===== config.mk =====
export PLATFORM = sky130hd
export DESIGN_NAME = spi_master_core
export DESIGN_NICKNAME = d
export VERILOG_FILES = /design/src/rtl/spi_master_pkg.sv /design/src/rtl/spi_rate_gen.sv /design/src/rtl/spi_shift_unit.sv /design/src/rtl/spi_ctrl_regs.sv /design/src/rtl/spi_master_core.sv
export SDC_FILE = /design/constraint.sdc
export NUM_CORES = 1
export LEC_CHECK = 0
export ABC_AREA = 0
export ABC_CLOCK_PERIOD_IN_PS = 5800
export BUFFER_PORTS_ARGS = -buffer_cell sky130_fd_sc_hd__buf_2
export CAP_MARGIN = 20
export CORE_ASPECT_RATIO = 0.8
export CORE_MARGIN = 3
export CORE_UTILIZATION = 45
export CTS_BUF_LIST = sky130_fd_sc_hd__clkbuf_8
export DETAILED_ROUTE_END_ITERATION = 8
export GPL_TIMING_DRIVEN = 0
export HOLD_SLACK_MARGIN = 0.1
export PLACE_DENSITY_LB_ADDON = 0.05
export RECOVER_POWER = 50
export SYNTH_ARGS = -nofsm -noshare
export SYNTH_HDL_FRONTEND = slang
export SYNTH_SLANG_ARGS = --single-unit
export TNS_END_PERCENT = 20

===== constraint.sdc =====
create_clock -name clk -period 5.8 [get_ports clk]
set_clock_uncertainty 0.05 [all_clocks]
set_input_delay 0.87 -clock clk [delete_from_list [all_inputs] [get_ports clk]]
set_output_delay 0.87 -clock clk [all_outputs]
set_load 0.01 [all_outputs]

===== src/rtl/spi_master_pkg.sv =====
package spi_master_pkg;

   // Active transfer settings.
   typedef struct packed {
      logic       cpol;
      logic       cpha;
      logic       dbl;
      logic [1:0] rate;
   } spi_cfg_t;

   // Largest divisor is 2**RATE_EXP_MAX.
   localparam int unsigned RATE_EXP_MAX = 7;

   // Exponent of the half period (in clocks) for a rate code.
   // Normal speed: 4,16,64,128 -> half 2,8,32,64.
   // Double speed halves each one.
   function automatic logic [2:0] half_exp(input logic dbl, input logic [1:0] rate);
      logic [2:0] e;
      case (rate)
         2'd0:    e = 3'd1;
         2'd1:    e = 3'd3;
         2'd2:    e = 3'd5;
         default: e = 3'd6;
      endcase
      if (dbl) e = e - 3'd1;
      return e;
   endfunction

endpackage


===== src/rtl/spi_rate_gen.sv =====
module spi_rate_gen #(
   parameter int unsigned CNT_W = 6
) (
   input  logic       clk,
   input  logic       rst_n,
   input  logic       run,
   input  logic [2:0] hexp,
   output logic       tick
);
   generate
      if (CNT_W < 1) begin : g_bad_cnt
         $error("CNT_W must be at least 1");
      end
   endgenerate

   logic [CNT_W-1:0] cnt_q;
   logic [CNT_W-1:0] limit;

   // The half period is 2**hexp clocks, so the counter wraps at that value minus one.
   assign limit = ({{(CNT_W-1){1'b0}}, 1'b1} << hexp) - {{(CNT_W-1){1'b0}}, 1'b1};
   assign tick  = run && (cnt_q == limit);

   always_ff @(posedge clk or negedge rst_n) begin
      if (!rst_n) begin
         cnt_q <= '0;
      end else if (!run || tick) begin
         cnt_q <= '0;
      end else begin
         cnt_q <= cnt_q + 1'b1;
      end
   end
endmodule


===== src/rtl/spi_shift_unit.sv =====
module spi_shift_unit #(
   parameter int unsigned DATA_W    = 8,
   parameter bit          LSB_FIRST = 1'b0
) (
   input  logic              clk,
   input  logic              rst_n,
   input  logic              load,
   input  logic [DATA_W-1:0] load_data,
   input  logic              lead_tick,
   input  logic              trail_tick,
   input  logic              cpha,
   input  logic              miso,
   output logic              mosi,
   output logic [DATA_W-1:0] rx_data
);
   logic [DATA_W-1:0] sh_q;
   logic              rx_bit_q;
   logic              mosi_q;
   logic              out_bit;
   logic              load_bit;
   logic [DATA_W-1:0] sh_in_cap;
   logic [DATA_W-1:0] sh_in_live;

   // The bit order is chosen at elaboration.
   generate
      if (LSB_FIRST) begin : g_lsb
         assign out_bit    = sh_q[0];
         assign load_bit   = load_data[0];
         assign sh_in_cap  = {rx_bit_q, sh_q[DATA_W-1:1]};
         assign sh_in_live = {miso, sh_q[DATA_W-1:1]};
      end else begin : g_msb
         assign out_bit    = sh_q[DATA_W-1];
         assign load_bit   = load_data[DATA_W-1];
         assign sh_in_cap  = {sh_q[DATA_W-2:0], rx_bit_q};
         assign sh_in_live = {sh_q[DATA_W-2:0], miso};
      end
   endgenerate

   always_ff @(posedge clk or negedge rst_n) begin
      if (!rst_n) begin
         sh_q     <= '0;
         rx_bit_q <= 1'b0;
         mosi_q   <= 1'b0;
      end else if (load) begin
         sh_q   <= load_data;
         mosi_q <= load_bit;
      end else if (!cpha) begin
         // Phase 0: capture on the leading edge, shift on the trailing edge.
         if (lead_tick)  rx_bit_q <= miso;
         if (trail_tick) sh_q     <= sh_in_cap;
      end else begin
         // Phase 1: present a bit on the leading edge, capture on the trailing edge.
         if (lead_tick)  mosi_q <= out_bit;
         if (trail_tick) sh_q   <= sh_in_live;
      end
   end

   assign mosi    = cpha ? mosi_q : out_bit;
   assign rx_data = sh_q;
endmodule


===== src/rtl/spi_ctrl_regs.sv =====
module spi_ctrl_regs
   import spi_master_pkg::*;
(
   input  logic     clk,
   input  logic     rst_n,
   input  logic     ctl_wr,
   input  logic     ctl_en,
   input  spi_cfg_t cfg_in,
   input  logic     fault,
   input  logic     busy,
   input  logic     complete,
   input  logic     data_wr,
   input  logic     flag_ack,
   output logic     master_en,
   output spi_cfg_t act_cfg,
   output logic     done_flag,
   output logic     wcol_flag
);
   spi_cfg_t cfg_q;

   always_ff @(posedge clk or negedge rst_n) begin
      if (!rst_n) begin
         cfg_q     <= '0;
         act_cfg   <= '0;
         master_en <= 1'b0;
         done_flag <= 1'b0;
         wcol_flag <= 1'b0;
      end else begin
         if (ctl_wr) cfg_q <= cfg_in;
         // The live settings follow the control value only while no byte is moving.
         if (!busy) act_cfg <= ctl_wr ? cfg_in : cfg_q;

         // A fault takes priority over a software write of the enable.
         if (fault)       master_en <= 1'b0;
         else if (ctl_wr) master_en <= ctl_en;

         // Setting the flags takes priority over an acknowledge.
         if (complete || fault) done_flag <= 1'b1;
         else if (flag_ack)     done_flag <= 1'b0;

         if (data_wr && busy) wcol_flag <= 1'b1;
         else if (flag_ack)   wcol_flag <= 1'b0;
      end
   end
endmodule


===== src/rtl/spi_master_core.sv =====
module spi_master_core
   import spi_master_pkg::*;
#(
   parameter int unsigned DATA_W    = 8,
   parameter bit          LSB_FIRST = 1'b0
) (
   input  logic              clk,
   input  logic              rst_n,
   input  logic              ctl_wr,
   input  logic              ctl_en,
   input  logic              ctl_cpol,
   input  logic              ctl_cpha,
   input  logic              ctl_dbl,
   input  logic [1:0]        ctl_rate,
   input  logic              data_wr,
   input  logic [DATA_W-1:0] data_in,
   input  logic              flag_ack,
   input  logic              ss_sense_n,
   input  logic              miso,
   output logic              sck,
   output logic              mosi,
   output logic              cs_n,
   output logic [DATA_W-1:0] data_out,
   output logic              master_en,
   output logic              done_flag,
   output logic              wcol_flag,
   output logic              busy
);
   localparam int unsigned     EDGE_W    = $clog2(2 * DATA_W);
   localparam logic [EDGE_W-1:0] LAST_EDGE = EDGE_W'(2 * DATA_W - 1);
   localparam int unsigned     CNT_W     = RATE_EXP_MAX - 1;

   generate
      if (DATA_W < 2) begin : g_bad_width
         $error("DATA_W must be at least 2");
      end
   endgenerate

   spi_cfg_t          cfg_in;
   spi_cfg_t          act_cfg;
   logic              fault;
   logic              abort;
   logic              start;
   logic              tick;
   logic              step;
   logic              lead_tick;
   logic              trail_tick;
   logic              complete;
   logic              busy_q;
   logic              sck_q;
   logic [EDGE_W-1:0] edge_q;
   logic [2:0]        hexp;

   assign cfg_in     = '{cpol: ctl_cpol, cpha: ctl_cpha, dbl: ctl_dbl, rate: ctl_rate};
   assign fault      = master_en && !ss_sense_n;
   assign abort      = fault || (busy_q && ctl_wr && !ctl_en);
   assign start      = data_wr && master_en && !busy_q && !abort;
   assign hexp       = half_exp(act_cfg.dbl, act_cfg.rate);
   assign step       = busy_q && tick && !abort;
   assign lead_tick  = step && !edge_q[0];
   assign trail_tick = step && edge_q[0];
   assign complete   = trail_tick && (edge_q == LAST_EDGE);

   spi_ctrl_regs u_regs (
      .clk       (clk),
      .rst_n     (rst_n),
      .ctl_wr    (ctl_wr),
      .ctl_en    (ctl_en),
      .cfg_in    (cfg_in),
      .fault     (fault),
      .busy      (busy_q),
      .complete  (complete),
      .data_wr   (data_wr),
      .flag_ack  (flag_ack),
      .master_en (master_en),
      .act_cfg   (act_cfg),
      .done_flag (done_flag),
      .wcol_flag (wcol_flag)
   );

   spi_rate_gen #(.CNT_W(CNT_W)) u_rate (
      .clk   (clk),
      .rst_n (rst_n),
      .run   (busy_q),
      .hexp  (hexp),
      .tick  (tick)
   );

   spi_shift_unit #(.DATA_W(DATA_W), .LSB_FIRST(LSB_FIRST)) u_shift (
      .clk        (clk),
      .rst_n      (rst_n),
      .load       (start),
      .load_data  (data_in),
      .lead_tick  (lead_tick),
      .trail_tick (trail_tick),
      .cpha       (act_cfg.cpha),
      .miso       (miso),
      .mosi       (mosi),
      .rx_data    (data_out)
   );

   // Sequencer: counts the clock edges and holds the serial clock level.
   always_ff @(posedge clk or negedge rst_n) begin
      if (!rst_n) begin
         busy_q <= 1'b0;
         sck_q  <= 1'b0;
         edge_q <= '0;
      end else if (abort) begin
         busy_q <= 1'b0;
         edge_q <= '0;
         sck_q  <= act_cfg.cpol;
      end else if (start) begin
         busy_q <= 1'b1;
         edge_q <= '0;
      end else if (step) begin
         sck_q  <= ~sck_q;
         edge_q <= edge_q + 1'b1;
         if (edge_q == LAST_EDGE) busy_q <= 1'b0;
      end else if (!busy_q) begin
         sck_q <= act_cfg.cpol;
      end
   end

   assign sck  = sck_q;
   assign cs_n = ~busy_q;
   assign busy = busy_q;
endmodule


==> results of run 1 <==
==> kinds of logic after synthesis <==
| logic type | after synthesis | share of synthesized area, % |
|---|---|---|
| simple gates | 59 | 16.77 |
| mux | 13 | 7.907 |
| xor+xnor | 4 | 1.909 |
| compound gates | 53 | 20.38 |
| flops | 35 | 47.72 |
| fa+ha+maj | 2 | 1.363 |
| buf+inv | 17 | 3.953 |
==> metrics by stage <==
stage          std cells  utilization (%)
5_1_grt              278            55.68
6_report             278            55.68
4_1_cts              278            55.71
3_5_place_dp         272            53.83
2_1_floorplan        183                -
3_3_place_gp         272            53.83
==> final cells by class <==
class | instances | area (µm²)
Sequential cell | 35 | 875.8
Tap cell | 55 | 68.82
Timing Repair Buffer | 34 | 168.9
Inverter | 11 | 41.29
Clock buffer | 5 | 68.82
Fill cell | 379 | 1708
Multi-Input combinational cell | 131 | 887.1
Clock inverter | 1 | 3.754
Buffer | 6 | 31.28
==> power breakdown <==
part	total (mW)	internal, mW	switching (mW)
registers	0.318	0.284	0.0342
clock network	0.158	0.0782	0.0798
logic	0.177	0.0802	0.0973
total	0.653	0.442	0.211
==> flip-flops by register name (all words and copies together), names as in the netlist <==
register          flops
u_shift.rx_data       8
u_rate.cnt_q          6
u_regs.act_cfg        5
u_regs.cfg_q          5
edge_q                4
busy                  1
sck                   1
u_regs.done_flag      1
u_regs.master_en      1
u_regs.wcol_flag      1
u_shift.mosi_q        1
u_shift.rx_bit_q      1
==> cells in the final DEF (no fill, tap or decap), types with 5 or more instances in the layout <==
master / synthesis / layout
dfrtp_1: 35 / 35
a21oi_1: 9 / 9
buf_2: 1 / 34
nor2_1: 15 / 15
a31oi_1: 8 / 8
clkbuf_8: 0 / 5
inv_1: 10 / 11
clkbuf_1: 4 / 5
mux2_2: 12 / 8
nand3_1: 15 / 15
nand2_1: 8 / 8
o21ai_0: 12 / 12
nand2b_1: 5 / 5
==> worst paths after layout <==
path | endpoint | slack, ps | depth (start not counted)
max | edge_q[3] | 3310 | 6
min in group asynchronous | u_shift.rx_data[2] | 1020 | 1
min | edge_q[3] | 430 | 1
min reg2reg | edge_q[3] | 430 | 1
max reg2reg | u_shift.rx_bit_q | 3430 | 5
max in group asynchronous | u_regs.cfg_q[0] | 3620 | 1
==> metal layers <==
| metal | vias to the layer above | part of all wire, % |
|---|---|---|
| li1 | 752 | - |
| met2 | 63 | 43 |
| met5 | - | 0 |
| met1 | 731 | 48 |
| met3 | 2 | 8.7 |
| met4 | 0 | 0.20 |
==> summary.md, run 1 <==
| Metric | Value |
|---|---|
| Status | `finished, violations left` |
| Failing checks | `max-capacitance violations, max-slew violations` |
| CTS HTree Levels | `2` |
| Iter 0 DRT Violations | `85` |
| GRT Max-Usage Layer | `met2` |
| Total power | `0.6533 mW` |
| Drc violations | `0` |
| HP Class | `reg2reg` |
| Commonest cells in the netlist | `dfrtp_1, nand3_1, nor2_1` |
| GRT Residual Overflow | `0` |
| CTS Buf Count | `5` |
| Core Rows | `20` |
| Total track usage | `17.74%` |
| Antenna diodes | `0` |
| Synth Warn # | `0` |
| Largest net degree at the start of global routing | `36` |
| Synth area leaders | `dfrtp_1, mux2_2, nand3_1` |
| Met3 Track Usage GR | `6.714%` |
| Cells after synthesis | `183` |
| Main synth FF type | `dfrtp_1` |
| Dpl ws | `3016 ps` |
| CTS sink cnt | `35` |
| Min-delay src | `edge_q[3]` |
| Vias in the first global route | `1375` |
| CTS clk-pin slew, worst paths | `60 ps` |
| CP endpoint kind | `register` |
| Die width | `77.41 µm` |
| Placed Area | `2074 µm²` |
| Vias post-DR | `1548` |
| Layout cell share with drive strength beyond 1 | `25.11%` |
| Via-to-Cell Ratio | `5.568` |
| Initial antenna violation count | `0` |
| Max_cap viols | `1` |
| Core area | `3854 µm²` |
| Required time of the worst setup path | `5910 ps` |
| Post-DP HPWL | `3.017 mm` |
| Power density over cell area | `304.5 nW/µm²` |
| Synth unique cells | `47` |
| Port bufs | `34` |
| Met1 Use GR | `25.50%` |
| Final Worst Setup Slack | `3315 ps` |
| CTS root buffer | `clkbuf_8` |
| Chip height | `63.13 µm` |
| Arrival time at the worst endpoint | `2600 ps` |
| Number of flops mapped to enable cells by yosys | `0` |
| Fin crit share | `42.85%` |
| Leakage power | `0.9304 nW` |
| Synthesized area per cell | `10.03 µm²` |
| Max IR drop VDD | `175.0 µV` |
| First-pass GRT wire length | `6.824 mm` |
| RSZ-0062 raised after global routing | `false` |
| CTS Buffer Depth | `2` |
| CP top delay family | `compound AO/OA/AOI/OAI gates` |
| Setup_tns | `0 ps` |
| Crit path max fanout | `10` |
| Post-layout min period | `2485 ps` |
| # hold bufs at CTS | `0` |
| Most frequent cell after synthesis | `dfrtp_1` |
| Seq/Total Area, Yosys | `47.72%` |
| CP Launch Type | `primary input` |
| Final WL | `4.091 mm` |
| Critical path's slowest cell | `a2111oi_4` |
| Seq cells post-synth | `35` |
| Syn nets | `206` |
| Slew Viols, Final | `36` |
| Cell accounting for the most synthesized area | `dfrtp_1` |
| Yosys top cell area share | `47.72%` |
| GR met2 Demand/Resource | `25.65%` |
| R2R Path Start | `u_regs.act_cfg[2]` |
| Cell area after synthesis | `1836 µm²` |
| # resized after CTS | `0` |
| Worst-Margin Slew | `1826 ps` |
| Crit path launch | `ctl_wr` |
| Layout Nets | `247` |
| Number of setup violations in the final report | `0` |
| IO Pins | `36` |
| Final hold vios | `0` |
| Gp weighted congestion | `0.8937` |
| Final antenna-violating net count | `0` |
| Area Growth Syn to Fin | `16.91%` |
| TritonCTS clock tree | `done` |
| Drt pass-1 iters | `4` |
| Max incr delay on CP | `700 ps` |
| Async SR Flop Fraction | `100.0%` |
| Crit path buffers/inverters | `1` |
| Relative slew margins | `-21.74%` |
| Crit path cell chain | `clkbuf_1, nand2b_1, nand3_1, a2111oi_4, nand4_1, mux2i_1` |
| Worst setup path class | `in2reg` |
| Highest Clock Rate | `402.3 MHz` |
| Setup Buffers After CTS | `0` |
| Full die area | `4886 µm²` |
| Clk_lat worst skew | `280 ps` |
| Finished layout cell area | `2146 µm²` |
| Hold WS | `428.8 ps` |
| Starting density of the core | `47.63%` |
| Wire per inst | `14.72 µm` |
No activity file was read; power rests on OpenSTA's default activity.
==> run 2, diff against run 1 <==
--- a/config.mk
+++ b/config.mk
@@ -6,7 +6,7 @@
 export NUM_CORES = 1
 export LEC_CHECK = 0
 export ABC_AREA = 0
-export ABC_CLOCK_PERIOD_IN_PS = 5800
+export ABC_CLOCK_PERIOD_IN_PS = 2500
 export BUFFER_PORTS_ARGS = -buffer_cell sky130_fd_sc_hd__buf_2
 export CAP_MARGIN = 20
 export CORE_ASPECT_RATIO = 0.8
==> constraint.sdc (replaced) <==
create_clock -name clk -period 2.5 [get_ports clk]
set_clock_uncertainty 0.05 [all_clocks]
set_input_delay 0.375 -clock clk [delete_from_list [all_inputs] [get_ports clk]]
set_output_delay 0.375 -clock clk [all_outputs]
set_load 0.01 [all_outputs]
==> run 2 against run 1 <==
Compared with the run above: the flow still finishes with violations (max-capacitance violations, max-slew violations); cell count stayed put; clock power up 130%; register-to-register slack worse by 3200 ps; flip-flop and latch count stayed put; first-iteration DRC count grew 12%; clock-buffer cell count unchanged; global-route usage unchanged; highest routed layer unchanged; routed wire length is essentially flat; hold slack got worse by 170 ps; sequential power increased by 130%.
==> summary.md, run 2 (synthesis results as in run 1) <==
| Metric | Value |
|---|---|
| Relative slew margins | `-23.08%` |
| RSZ-0062 raised after global routing | `false` |
| GR met2 Demand/Resource | `25.65%` |
| Final Worst Setup Slack | `234.0 ps` |
| Via-to-Cell Ratio | `5.504` |
| CTS root buffer | `clkbuf_8` |
| Final antenna-violating net count | `0` |
| Leakage power | `0.9313 nW` |
| Drc violations | `0` |
| Starting density of the core | `47.63%` |
| Crit path cell chain | `nor3b_1, o21bai_1, a2111oi_4, nand4_1, mux2i_1` |
| Largest net degree at the start of global routing | `36` |
| Required time of the worst setup path | `2610 ps` |
| Max IR drop VDD | `405.6 µV` |
| CTS Buffer Depth | `2` |
| CTS Buf Count | `5` |
| Post-layout min period | `2266 ps` |
| FF+latch area | `875.8 µm²` |
| Crit path max fanout | `10` |
| Status | `finished, violations left` |
| Post-DP HPWL | `3.017 mm` |
| Most frequent cells in the layout | `dfrtp_1, buf_2, nand3_1, nor2_1, o21ai_0` |
| Fin crit share | `90.64%` |
| Setup_tns | `0 ps` |
| Wire per inst | `14.72 µm` |
| Iter 0 DRT Violations | `95` |
| Total track usage | `17.74%` |
| Drt pass-1 iters | `4` |
| Dpl ws | `154.2 ps` |
| Area Growth Syn to Fin | `17.18%` |
| GRT Max-Usage Layer | `met2` |
| CTS HTree Levels | `2` |
| Placed Area | `2074 µm²` |
| Max_cap viols | `1` |
| Layout Nets | `247` |
| Gp weighted congestion | `0.8937` |
| Multi-input combinational cell area | `892.1 µm²` |
| # hold bufs at CTS | `0` |
| TritonCTS clock tree | `done` |
| Most common cell after layout, fill and taps aside | `dfrtp_1` |
| Initial antenna violation count | `0` |
| Core Rows | `20` |
| Chip height | `63.13 µm` |
| Full die area | `4886 µm²` |
| Layout cell share with drive strength beyond 1 | `25.56%` |
| Placed Cells | `272` |
| Final WL | `4.093 mm` |
| Number of setup violations in the final report | `0` |
| Failing checks | `max-capacitance violations, max-slew violations` |
| CP endpoint kind | `register` |
| Clk_lat worst skew | `280 ps` |
| CP Launch Type | `register` |
| Arrival time at the worst endpoint | `2380 ps` |
| Max incr delay on CP | `720 ps` |
| Die width | `77.41 µm` |
| Met1 Use GR | `25.50%` |
| Finished layout cell area | `2151 µm²` |
| Post-route insts no fill | `278` |
| Met3 Track Usage GR | `6.714%` |
| CTS clk-pin slew, worst paths | `70 ps` |
| Fill cells | `378` |
| Worst-Margin Slew | `1846 ps` |
| Power density over cell area | `704.5 nW/µm²` |
| Final hold vios | `0` |
| First-pass GRT wire length | `6.824 mm` |
| Core area | `3854 µm²` |
| Total power | `1.515 mW` |
| Vias in the first global route | `1375` |
| CTS sink cnt | `35` |
| GRT Residual Overflow | `0` |
| Worst setup path class | `reg2reg` |
| Vias post-DR | `1530` |
| Highest Clock Rate | `441.3 MHz` |
| IO Pins | `36` |
| Max reg flops | `8` |
| Port bufs | `34` |
| Critical path's slowest cell | `a2111oi_4` |
| HP Class | `in2reg` |
| Slew Viols, Final | `36` |
| Antenna diodes | `0` |
## run 2: cell type report
| class | instances | share of cell area [%] |
|---|---|---|
| buffer | 6 | 1.454 |
| clock buffer | 5 | 3.200 |
| clock inverter | 1 | 0.1745 |
| inverter | 11 | 1.920 |
| multi-input combinational | 131 | 41.48 |
| sequential | 35 | 40.72 |
| tap | 55 | 3.200 |
| timing repair buffer | 34 | 7.853 |
## run 2: stage by stage
| step | hold slack (ps) | utilization (%) |
|---|---|---|
| CTS | 147.0 | 55.71 |
| finish | 257.9 | 55.81 |
| detailed placement | 421.6 | 53.83 |
| global route | 272.0 | 55.81 |
| global placement | 426.2 | 53.83 |
| floorplan | 29.41 | - |
## run 2: worst paths after layout
check	startpoint	end	slack, ps	cells past startpoint
min	data_in[0]	u_shift.rx_data[0]	260	3
max in group asynchronous	rst_n	u_regs.cfg_q[0]	790	1
max	u_regs.act_cfg[2]	edge_q[3]	230	5
min reg2reg	edge_q[3]	edge_q[3]	430	1
max reg2reg	u_regs.act_cfg[2]	edge_q[3]	230	5
min in group asynchronous	rst_n	u_shift.rx_data[2]	540	1
## run 2: power by group
group / switching [mW] / leakage, nW / internal (mW)
Combinational: 0.227 / 0.457 / 0.187
Clock: 0.183 / 0.0413 / 0.181
Sequential: 0.0793 / 0.433 / 0.658
## run 2: critical path: cells and delay by family (launching register included)
kind	cells	cell delay (ps)
DFF	1	490
and+or+nand+nor	2	510
AOI/OAI and AO/OA	2	940
muxes	1	160
## run 2: metal layers
metal / part of all wire, % / up-vias / wire [µm]
met5: 0 / - / 0
met4: 0.61 / 0 / 25
met3: 6.5 / 5 / 264
met2: 43 / 42 / 1763
met1: 50 / 732 / 2041
li1: - / 751 / -
## run 2: what timing repair did
| action | 4_1_cts | 5_1_grt |
|---|---|---|
| setup buffers | 0 | 0 |
| setup endpoints to repair | 0 | 1 |
| resized for setup | 0 | 1 |
==> run 3, diff against run 2 <==
--- a/config.mk
+++ b/config.mk
@@ -11,7 +11,7 @@
 export CAP_MARGIN = 20
 export CORE_ASPECT_RATIO = 0.8
 export CORE_MARGIN = 3
-export CORE_UTILIZATION = 45
+export CORE_UTILIZATION = 55
 export CTS_BUF_LIST = sky130_fd_sc_hd__clkbuf_8
 export DETAILED_ROUTE_END_ITERATION = 8
 export GPL_TIMING_DRIVEN = 0
==> run 3 against run 2 <==
Compared with the run above: the run still ends with max-capacitance violations, max-slew violations left; critical endpoint is now u_shift.mosi_q; worst setup slack worse by 100 ps; cell count down 4.7%; routed wire length about the same; global-route usage up 4.2 points; highest routed layer unchanged; clock-buffer cell count unchanged; first-iteration DRC count down 6.3%; largest cell class unchanged; clock power up 8.5%; critical path depth up 2; die area down 17%.
==> summary.md, run 3 (synthesis results as in run 1) <==
| Metric | Value |
|---|---|
| RSZ-0062 raised after global routing | `false` |
| CP endpoint kind | `register` |
| Largest net degree at the start of global routing | `36` |
| Arrival time at the worst endpoint | `2530 ps` |
| Core area | `3131 µm²` |
| Max IR drop VDD | `431.5 µV` |
| Most common cell after layout, fill and taps aside | `dfrtp_1` |
| CP Launch Type | `register` |
| Starting density of the core | `58.63%` |
| Total power | `1.552 mW` |
| Core Rows | `18` |
| R2R Path Start | `u_regs.act_cfg[0]` |
| CTS HTree Levels | `2` |
| CP top delay family | `compound AO/OA/AOI/OAI gates` |
| Post-route insts no fill | `265` |
| Via-to-Cell Ratio | `5.894` |
| Post-layout min period | `2367 ps` |
| Iter 0 DRT Violations | `89` |
| Most frequent cells in the layout | `dfrtp_1, buf_2, nand3_1, nor2_1, o21ai_0` |
| Gp weighted congestion | `0.8115` |
| Leakage power | `0.9354 nW` |
| Die width | `70.59 µm` |
| FF-to-FF path depth | `7` |
| Setup_tns | `0 ps` |
| Hold WS | `239.5 ps` |
| Fin crit share | `94.67%` |
| Drt pass-1 iters | `4` |
| Chip height | `57.67 µm` |
| First-pass GRT wire length | `6.837 mm` |
| Required time of the worst setup path | `2660 ps` |
| Area Growth Syn to Fin | `16.84%` |
| Max incr delay on CP | `470 ps` |
| CTS sink cnt | `35` |
| Status | `finished, violations left` |
| Hold Path Stages | `3` |
| R2R Setup Slk | `130 ps` |
| Layout Nets | `247` |
| Vias in the first global route | `1413` |
| Util after Layout | `68.51%` |
| CTS Buffer Depth | `2` |
| Failing checks | `max-capacitance violations, max-slew violations` |
| Setup Buffers After CTS | `0` |
| CTS clk-pin slew, worst paths | `70 ps` |
| Crit path buffers/inverters | `2` |
| Drc violations | `0` |
| R2r endpoint | `u_shift.mosi_q` |
| Power density over cell area | `723.6 nW/µm²` |
| CTS root buffer | `clkbuf_8` |
| HP Class | `in2reg` |
| Initial antenna violation count | `0` |
| GRT Residual Overflow | `0` |
| Final WL | `4.092 mm` |
| Critical path's slowest cell | `dfrtp_1` |
| Number of setup violations in the final report | `0` |
| Min-delay src | `data_in[0]` |
| IO Pins | `36` |
| Crit path cell chain | `nor2b_4, or4_4, buf_6, a211oi_1, buf_2, o2111ai_1, a31oi_1` |
| Worst-Margin Slew | `1860 ps` |
| TritonCTS clock tree | `done` |
| CTS Buf Count | `5` |
| Total track usage | `21.90%` |
| Final hold vios | `0` |
| Max_cap viols | `1` |
| Antenna diodes | `0` |
| Highest Clock Rate | `422.5 MHz` |
| Hold Path Sink | `u_shift.rx_data[0]` |
| Final antenna-violating net count | `0` |
| Vias post-DR | `1562` |
| Crit path max fanout | `10` |
| Full die area | `4071 µm²` |
| Wire per inst | `15.44 µm` |
| Port bufs | `34` |
| Worst setup path class | `reg2reg` |
| Relative slew margins | `-24.03%` |
| Max reg flops | `8` |
| Clk_lat worst skew | `290 ps` |
| Placed Cells | `257` |
| Layout cell share with drive strength beyond 1 | `26.22%` |
| # hold bufs at CTS | `0` |
| Post-DP HPWL | `3.074 mm` |
| Slew Viols, Final | `36` |
## run 3: cell count changes in the layout (fill, tap and decap cells not counted), sizes merged
| cell | previous run | this run |
|---|---|---|
| clkinvlp | 0 | 1 |
| clkinv | 1 | 2 |
## run 3: layer usage
| layer | part of all wire (%) | wire length, µm | vias up | track usage (%) |
|---|---|---|---|---|
| li1 | - | - | 754 | - |
| met1 | 47 | 1921 | 756 | 31.81 |
| met2 | 45 | 1830 | 48 | 31.73 |
| met3 | 7.1 | 290 | 4 | 4.679 |
| met4 | 1.2 | 49 | 0 | 10.19 |
| met5 | 0 | 0 | - | 0 |
## run 3: timing repair
| item | CTS | global route |
|---|---|---|
| hold endpoints to repair | 0 | 0 |
| endpoints found under the setup margin | 0 | 1 |
| resized for setup | 0 | 1 |
## run 3: final cells by class
cell class,instances,area [µm²]
Sequential cell,35,875.8
Buffer,6,31.28
Tap cell,40,50.05
Fill cell,246,985.9
Inverter,11,41.29
Multi-Input combinational cell,131,892.1
Clock buffer,5,68.82
Timing Repair Buffer,34,168.9
Clock inverter,3,16.27
## run 3: power by group
| part | leakage [nW] | internal (mW) | switching, mW |
|---|---|---|---|
| clock network | 0.0453 | 0.190 | 0.204 |
| logic | 0.457 | 0.187 | 0.232 |
| registers | 0.433 | 0.658 | 0.0802 |
| total | 0.935 | 1.03 | 0.517 |
## run 3: stage by stage
| step | cell area [µm²] | worst slack, ps |
|---|---|---|
| 6_report | 2145 | 133.3 |
| 5_1_grt | 2145 | 36.99 |
| 4_1_cts | 2141 | 164.0 |
| 3_5_place_dp | 2056 | 175.3 |
| 3_3_place_gp | 2056 | 255.2 |
| 2_1_floorplan | 1836 | 450.3 |
## run 3: worst reg2reg max path: cells and delay by family, from the launching register on
family          cells  cell delay [ps]
flops               1              470
compound gates      3              730
simple gates        2              580
buf+inv             2              460
## run 3: worst max-delay path by stage
stage	cells past startpoint	endpoint	slack [ps]	start
final	7	u_shift.mosi_q	130	u_regs.act_cfg[0]
after global routing	7	u_shift.mosi_q	40	u_regs.act_cfg[0]
after CTS	5	u_shift.rx_bit_q	160	u_regs.act_cfg[2]
after detailed placement	5	u_shift.rx_bit_q	180	u_regs.act_cfg[2]
after global placement	6	edge_q[3]	260	ctl_wr
after floorplan	6	edge_q[2]	450	u_regs.act_cfg[0]
